==> config.mk <==
export PLATFORM = sky130hd
export DESIGN_NAME = coax_link_supervisor
export DESIGN_NICKNAME = d
export VERILOG_FILES = /design/src/rtl/sup_pkg.sv /design/src/rtl/sup_ms_counter.sv /design/src/rtl/sup_ctrl_fsm.sv /design/src/rtl/coax_link_supervisor.sv
export SDC_FILE = /design/constraint.sdc
export NUM_CORES = 1
export LEC_CHECK = 0
export ABC_CLOCK_PERIOD_IN_PS = 1730
export BUFFER_PORTS_ARGS = -buffer_cell sky130_fd_sc_hd__buf_2
export CAP_MARGIN = 25
export CORE_UTILIZATION = 55
export DETAILED_ROUTE_END_ITERATION = 8
export PLACE_DENSITY = 0.73
export SETUP_SLACK_MARGIN = 0.02
export SYNTH_ARGS = -nofsm -noshare
export SYNTH_HDL_FRONTEND = slang
export SYNTH_SLANG_ARGS = --single-unit
==> constraint.sdc <==
create_clock -name clk -period 1.73 [get_ports clk]
set_input_delay 0.2595 -clock clk [delete_from_list [all_inputs] [get_ports clk]]
set_output_delay 0.2595 -clock clk [all_outputs]
set_load 0.01 [all_outputs]
==> src/rtl/sup_pkg.sv <==
package sup_pkg;
  typedef enum logic [1:0] {
    ST_WAIT   = 2'd0,
    ST_LIVE   = 2'd1,
    ST_DETACH = 2'd2
  } sup_state_e;
endpackage

==> src/rtl/sup_ms_counter.sv <==
// Saturating tick counter with synchronous clear.
// last: the current enabled tick is the one that reaches LIMIT.
module sup_ms_counter #(
  parameter int LIMIT = 400
) (
  input  logic clk,
  input  logic rst,
  input  logic clr,
  input  logic tick_en,
  output logic last,
  output logic full
);
  localparam int W = (LIMIT < 2) ? 1 : $clog2(LIMIT + 1);
  localparam logic [W-1:0] LIM_V  = W'(LIMIT);
  localparam logic [W-1:0] LAST_V = W'(LIMIT - 1);

  logic [W-1:0] cnt_q;

  always_ff @(posedge clk) begin
    if (rst || clr) begin
      cnt_q <= '0;
    end else if (tick_en && (cnt_q != LIM_V)) begin
      cnt_q <= cnt_q + 1'b1;
    end
  end

  assign last = tick_en && !clr && (cnt_q == LAST_V);
  assign full = (cnt_q == LIM_V);
endmodule

==> src/rtl/sup_ctrl_fsm.sv <==
module sup_ctrl_fsm
  import sup_pkg::*;
(
  input  logic       clk,
  input  logic       rst,
  input  logic       supply_ok,
  input  logic       cable_open,
  input  logic       announce_off,
  input  logic       pw_last,
  input  logic       open_last,
  input  logic       ann_last,
  input  logic       ann_full,
  output sup_state_e state_q,
  output logic       force_squelch,
  output logic       drv_hiz,
  output logic       coll_req
);
  sup_state_e state_d;
  logic       coll_d;

  always_comb begin
    state_d = state_q;
    unique case (state_q)
      ST_WAIT:   if (pw_last)     state_d = ST_LIVE;
      ST_LIVE:   if (open_last)   state_d = ST_DETACH;
      ST_DETACH: if (!cable_open) state_d = ST_LIVE;
      default:                    state_d = ST_WAIT;
    endcase
    if (!supply_ok) state_d = ST_WAIT;
  end

  // The announcement runs while the next state is detached and its window is not spent.
  assign coll_d = (state_d == ST_DETACH) && !announce_off &&
                  !((state_q == ST_DETACH) && (ann_full || ann_last));

  always_ff @(posedge clk) begin
    if (rst) begin
      state_q       <= ST_WAIT;
      force_squelch <= 1'b1;
      drv_hiz       <= 1'b0;
      coll_req      <= 1'b0;
    end else begin
      state_q       <= state_d;
      force_squelch <= (state_d != ST_LIVE);
      drv_hiz       <= (state_d == ST_DETACH);
      coll_req      <= coll_d;
    end
  end
endmodule

==> src/rtl/coax_link_supervisor.sv <==
module coax_link_supervisor
  import sup_pkg::*;
#(
  parameter int PWR_TICKS  = 400,
  parameter int OPEN_TICKS = 800,
  parameter int ANN_TICKS  = 400
) (
  input  logic clk,
  input  logic rst,
  input  logic ms_tick,
  input  logic supply_ok,
  input  logic cable_open,
  input  logic announce_off,
  output logic force_squelch,
  output logic drv_hiz,
  output logic coll_req
);
  sup_state_e state_q;
  logic pw_last, pw_full;
  logic open_last, open_full;
  logic ann_last, ann_full;

  // power-up wait: runs only in the wait state with a good supply
  sup_ms_counter #(.LIMIT(PWR_TICKS)) pw_cnt_i (
    .clk(clk), .rst(rst),
    .clr((state_q != ST_WAIT) || !supply_ok),
    .tick_en(ms_tick),
    .last(pw_last), .full(pw_full)
  );

  // detach filter: strictly longer than OPEN_TICKS
  sup_ms_counter #(.LIMIT(OPEN_TICKS + 1)) open_cnt_i (
    .clk(clk), .rst(rst),
    .clr((state_q != ST_LIVE) || !cable_open || !supply_ok),
    .tick_en(ms_tick),
    .last(open_last), .full(open_full)
  );

  // announcement window
  sup_ms_counter #(.LIMIT(ANN_TICKS)) ann_cnt_i (
    .clk(clk), .rst(rst),
    .clr(state_q != ST_DETACH),
    .tick_en(ms_tick),
    .last(ann_last), .full(ann_full)
  );

  sup_ctrl_fsm fsm_i (
    .clk(clk), .rst(rst),
    .supply_ok(supply_ok), .cable_open(cable_open), .announce_off(announce_off),
    .pw_last(pw_last), .open_last(open_last),
    .ann_last(ann_last), .ann_full(ann_full),
    .state_q(state_q),
    .force_squelch(force_squelch), .drv_hiz(drv_hiz), .coll_req(coll_req)
  );

  logic unused_full;
  assign unused_full = pw_full ^ open_full;
endmodule

==> run_results.csv, run 1 <==
group,metric,value,unit
final_layout,n_antenna_cell,0,
clocking,cts_root_buf,"clkbuf_4",
final_layout,layout_common_cells,"33 x dfxtp_1, 27 x nor2_1, 14 x xor2_1",
clocking,hold_buffers,0,
yosys,synthTopCellsByArea,"dfxtp_1 42%, xor2_1 7.8%, nor2_1 6.5%, ha_1 5.6%, nand3_1 4.1%",
timing,finalSetupViolCount,0,
critical_path,endpoint_kind,"flip-flop",
clocking,cts_buffers,5,
yosys,async_reset_ff_share,0,%
floorplanning,ios,9,
grt,grt_use_met2,34.4,%
yosys,synthFlopType,"dfxtp_1",
run,cap_violations,0,
route,wl_per_cell,13.2,um
min_path,hp-class,"in2reg",
timing,slew_violations,0,
grt,grt_max_degree,15,
critical_path,startpoint_type,"flip-flop",
grt,grt_use_total,21.0,%
route,drt_pass1_iterations,4,
final_layout,synthToLayoutAreaGrowth,8.45,%
timing,clock-skew-final,0.00661,ns
route,totalWireLength,2820,um
place,dpl_cell_area,0.00165,sq mm
clocking,ctsLongestPathBuffers,2,
power,cellPowerDensity,722,mW/mm^2
floorplanning,start_util,57.4,%
route,vias_per_cell,5.64,
yosys,syn-num-nets,182,
critical_path,crit_required,1.97,ns
clocking,cts_sinks,33,
critical_path,r2r_end,"fsm_i.state_q[0]",
yosys,ys_ff_latch,33,
yosys,synth_top_area_share,42.1,%
place,place_congestion,0.806,
timing,min_period,1.58,ns
clocking,clkSlewWorstSetupHoldPaths,0.09,ns
grt,grt_pass1_vias,1191,
place,dp_cells,207,
yosys,syn_inst,169,
critical_path,arrival,1.81,ns
critical_path,crit_start,"pw_cnt_i.cnt_q[0]",
critical_path,ff2ff_setup_slack,0.15,ns
clocking,worstSkewPairLatency,0.33,ns
final_layout,drive_above_1_share,10.9,%
timing,setup_tns,0,ns
yosys,synth_edf_count,0,
timing,fmax,0.634,GHz
place,post-place-ws,0.157,ns
yosys,seq_area_frac_synth,42.1,%
timing,fin_crit_sh,91.1,%
clocking,cts_tree,"done",
clocking,post_cts_buffers,0,
place,port_buffers,8,
route,ant_nets,0,
power,p_leak,0.000622,uW
grt,overflow,0,
timing,relSlewSlack,76.1,%
critical_path,path_class,"reg2reg",
timing,hold_viol,0,
clocking,htreeDepth,2,
outcome,status,"completed",
floorplanning,coreArea,0.00273,sq mm
final_layout,final_common_cell,"dfxtp_1",
yosys,yosysWarningCount,0,
timing,finalWorstSetupSlack,0.154,ns
route,remaining_drc_errors,0,
timing,rsz0062_at_grt,"no",
critical_path,critPathCapture,"fsm_i.state_q[0]",
min_path,min_path_cells,2,
route,first_iter_violations,46,
grt,antenna_found_initial,0,
floorplanning,fp.dieH,55.4,um
place,hpwl,2040,um
yosys,yosys.area.top_type,"dfxtp_1",
power,max-vdd-ir-drop,0.000659,V
grt,grt_pass1_wl,5020,um
critical_path,r2r_cells,5,
clocking,cts_resized,0,
route,vias,1207,
critical_path,cp_max_fo,4,
timing,hold_slack,0.160,ns
final_layout,finalNetCount,196,
critical_path,worstReg2RegStart,"pw_cnt_i.cnt_q[0]",
grt,top_usage_layer,"met2",
grt,use_met1,24.4,%
grt,grt_use_met3,7.26,%
floorplanning,die_w,55.4,um
floorplanning,die_area,0.00307,sq mm
timing,tightestPinTransition,0.357,ns
final_layout,final_cell_count_no_fill,214,
floorplanning,core.rowCount,19,
yosys,netlist_area,0.00157,sq mm
yosys,syn-mean-instance-area,9.28,sq um
final_layout,fin_area,0.00170,sq mm
yosys,synth.distinct_cells,33,
==> final cells by class <==
type	instances	area, sq um
clock buffer	7	55.1
fill	237	1030
inverter	9	33.8
multi-input combinational	125	866
sequential	33	661
tap	31	38.8
timing repair buffer	9	47.5
==> flip-flops by register name, summed over array words and instances (netlist names) <==
signal and count:
ann_cnt_i.cnt_q 9, fsm_i.coll_req 1, fsm_i.drv_hiz 1, fsm_i.force_squelch 1, fsm_i.state_q 2, open_cnt_i.cnt_q 10, pw_cnt_i.cnt_q 9
==> power breakdown <==
group          leakage [uW]  switching, uW  internal, uW  total (uW)
clock network     0.0000314            235           192         427
registers          0.000266           1.28           761         762
logic              0.000325           23.4          16.5        39.9
==> kinds of logic after synthesis <==
group / after synthesis / synth area share, %
and+or+nand+nor: 76 / 27.9
adders and majority gates: 7 / 5.58
buffers and inverters: 11 / 2.71
DFF: 33 / 42.1
AOI/OAI and AO/OA: 19 / 8.61
xor gates and xnor gates: 20 / 11.2
muxes: 3 / 1.91
==> synth_stat cells (all sizes together) (2+ instances only) <==
master    n
dfxtp    33
nor2     27
xor2     14
nand3    13
inv       9
and3      7
ha        7
a21oi     6
nand2     6
xnor2     6
o21ai     5
and4      4
nand4     4
a31oi     3
mux2i     3
nand4bb   3
nor2b     3
nor3b     2
o21a      2
or3       2
==> worst min-delay path by stage <==
stage                                   from                  to
after floorplan                          rst       fsm_i.drv_hiz
after global placement    ann_cnt_i.cnt_q[8]  ann_cnt_i.cnt_q[8]
after detailed placement  ann_cnt_i.cnt_q[8]  ann_cnt_i.cnt_q[8]
after CTS                                rst    fsm_i.state_q[1]
after global routing                     rst       fsm_i.drv_hiz
final                                    rst       fsm_i.drv_hiz
==> through the flow <==
step	util [%]	power, uW
CTS	62.2	1240
floorplan	-	805
finish	62.2	1230
global placement	60.2	817
global route	62.2	1280
detailed placement	60.2	819
==> routing by layer <==
metal  vias to the layer above  part of all wire [%]
met3                         7                   3.6
li1                        613                     -
met5                         -                     0
met4                         0                   1.8
met1                       568                    47
met2                        19                    47
==> critical path, cell delays in order, from the launching register on <==
cell and delay [ns]:
dfxtp_1 0.33, ha_1 0.22, and4_1 0.25, nor2b_1 0.14, a221o_1 0.36, and3_1 0.18
Power figures use the tool's default switching activity.
==> inputs of run 2 (changes only) <==
- CORE_UTILIZATION: 55 -> 25
- PLACE_DENSITY: 0.73 -> not set
==> run_results.csv, run 2 (synthesized netlist as in run 1, its figures left out) <==
group,metric,value,unit
critical_path,cp_top_family,"simple AND/OR/NAND/NOR gates",
final_layout,top_regs,"open_cnt_i.cnt_q (10), ann_cnt_i.cnt_q (9), pw_cnt_i.cnt_q (9)",
floorplanning,die_area,0.00660,sq mm
clocking,cts_resized,0,
grt,grt_pass1_vias,1075,
power,p_leak,0.000654,uW
critical_path,worst-path-stages,5,
clocking,hold_buffers,0,
critical_path,endpoint_kind,"flip-flop",
final_layout,fillers,622,
final_layout,regArea,661,sq um
grt,grt_use_total,9.72,%
critical_path,worstPathCellList,"ha_1, and4_1, nor2b_1, a221o_1, and3_1",
timing,finalWorstSetupSlack,0.162,ns
critical_path,path_class,"reg2reg",
timing,clock-skew-final,0.00451,ns
clocking,cts_sinks,33,
place,hpwl,2050,um
critical_path,cp_max_fo,4,
route,totalWireLength,2750,um
timing,finalSetupViolCount,0,
place,port_buffers,8,
power,total_power,1430,uW
outcome,status,"completed",
critical_path,arrival,1.75,ns
timing,relSlewSlack,75.1,%
power,max-vdd-ir-drop,0.000431,V
route,ant_nets,0,
timing,setup_tns,0,ns
grt,antenna_found_initial,0,
grt,grt_max_degree,11,
final_layout,multiInputGateArea,866,sq um
final_layout,n_antenna_cell,0,
floorplanning,start_util,26.2,%
clocking,htreeDepth,2,
clocking,cts_root_buf,"clkbuf_8",
min_path,hp-class,"in2reg",
route,wl_per_cell,10.5,um
floorplanning,core.rowCount,28,
final_layout,final_common_cell,"dfxtp_1",
route,remaining_drc_errors,0,
final_layout,largest-register,"open_cnt_i.cnt_q",
floorplanning,coreArea,0.00599,sq mm
route,vias,1170,
place,place_congestion,0.743,
timing,fin_crit_sh,90.6,%
critical_path,slowest_delay,0.35,ns
place,post-place-ws,0.170,ns
timing,slew_violations,0,
clocking,cts_buffers,5,
timing,hold_viol,0,
min_path,min_path_cells,2,
final_layout,largest_reg_flops,10,
clocking,worstSkewPairLatency,0.28,ns
critical_path,critPathSlowestCell,"a221o_1",
timing,tightestPinTransition,0.371,ns
clocking,post_cts_buffers,0,
grt,grt_pass1_wl,4860,um
timing,min_period,1.57,ns
run,cap_violations,0,
clocking,cts_tree,"done",
floorplanning,ios,9,
clocking,clkSlewWorstSetupHoldPaths,0.07,ns
critical_path,r2r_cells,5,
route,drt_pass1_iterations,4,
final_layout,drive_above_1_share,12.9,%
power,cellPowerDensity,789,mW/mm^2
final_layout,layout_common_cells,"33 x dfxtp_1, 27 x nor2_1, 14 x xor2_1",
timing,rsz0062_at_grt,"no",
timing,fmax,0.638,GHz
critical_path,crit_required,1.91,ns
final_layout,finalNetCount,198,
grt,overflow,0,
floorplanning,die_w,81.2,um
route,vias_per_cell,4.48,
critical_path,startpoint_type,"flip-flop",
route,first_iter_violations,62,
floorplanning,fp.dieH,81.2,um
clocking,ctsLongestPathBuffers,2,
critical_path,cp_num_buf_inv,0,
final_layout,synthToLayoutAreaGrowth,15.9,%
## run 2: per-stage QoR
step | std cells | hold WS (ns) | utilization, % | area [sq um]
after detailed placement | 253 | 0.485 | 28.7 | 1720
after floorplan | 169 | 0.329 | - | 1570
after global routing | 261 | 0.196 | 30.3 | 1820
final | 261 | 0.185 | 30.3 | 1820
after global placement | 253 | 0.480 | 28.7 | 1720
after CTS | 261 | 0.179 | 30.3 | 1820
## run 2: worst paths after layout
| path | startpoint | to | slack, ns |
|---|---|---|---|
| max | pw_cnt_i.cnt_q[0] | fsm_i.state_q[0] | 0.16 |
| min | rst | fsm_i.state_q[1] | 0.19 |
| max reg2reg | pw_cnt_i.cnt_q[0] | fsm_i.state_q[0] | 0.16 |
| min reg2reg | ann_cnt_i.cnt_q[8] | ann_cnt_i.cnt_q[8] | 0.50 |
## run 2: layer usage
| layer | vias up | share of wire (%) | track usage [%] | wire length [um] |
|---|---|---|---|---|
| li1 | 615 | - | - | - |
| met1 | 531 | 54 | 12.4 | 1490 |
| met2 | 16 | 41 | 14.6 | 1110 |
| met3 | 8 | 3.1 | 2.02 | 85 |
| met4 | 0 | 2.4 | 6.43 | 65 |
| met5 | - | 0 | 0 | 0 |
## run 2: power by group
group          switching (uW)  total (uW)  internal (uW)
clock network             271         630            359
registers                1.20         762            761
logic                    23.4        42.6           19.3
total                     295        1430           1140
## run 2: area by class of cell
type	count	share of cell area, %
Clock inverter	1	0.275
Multi-Input combinational cell	125	47.6
Timing Repair Buffer	11	3.44
Sequential cell	33	36.3
Tap cell	75	5.16
Clock buffer	7	5.30
Inverter	9	1.86
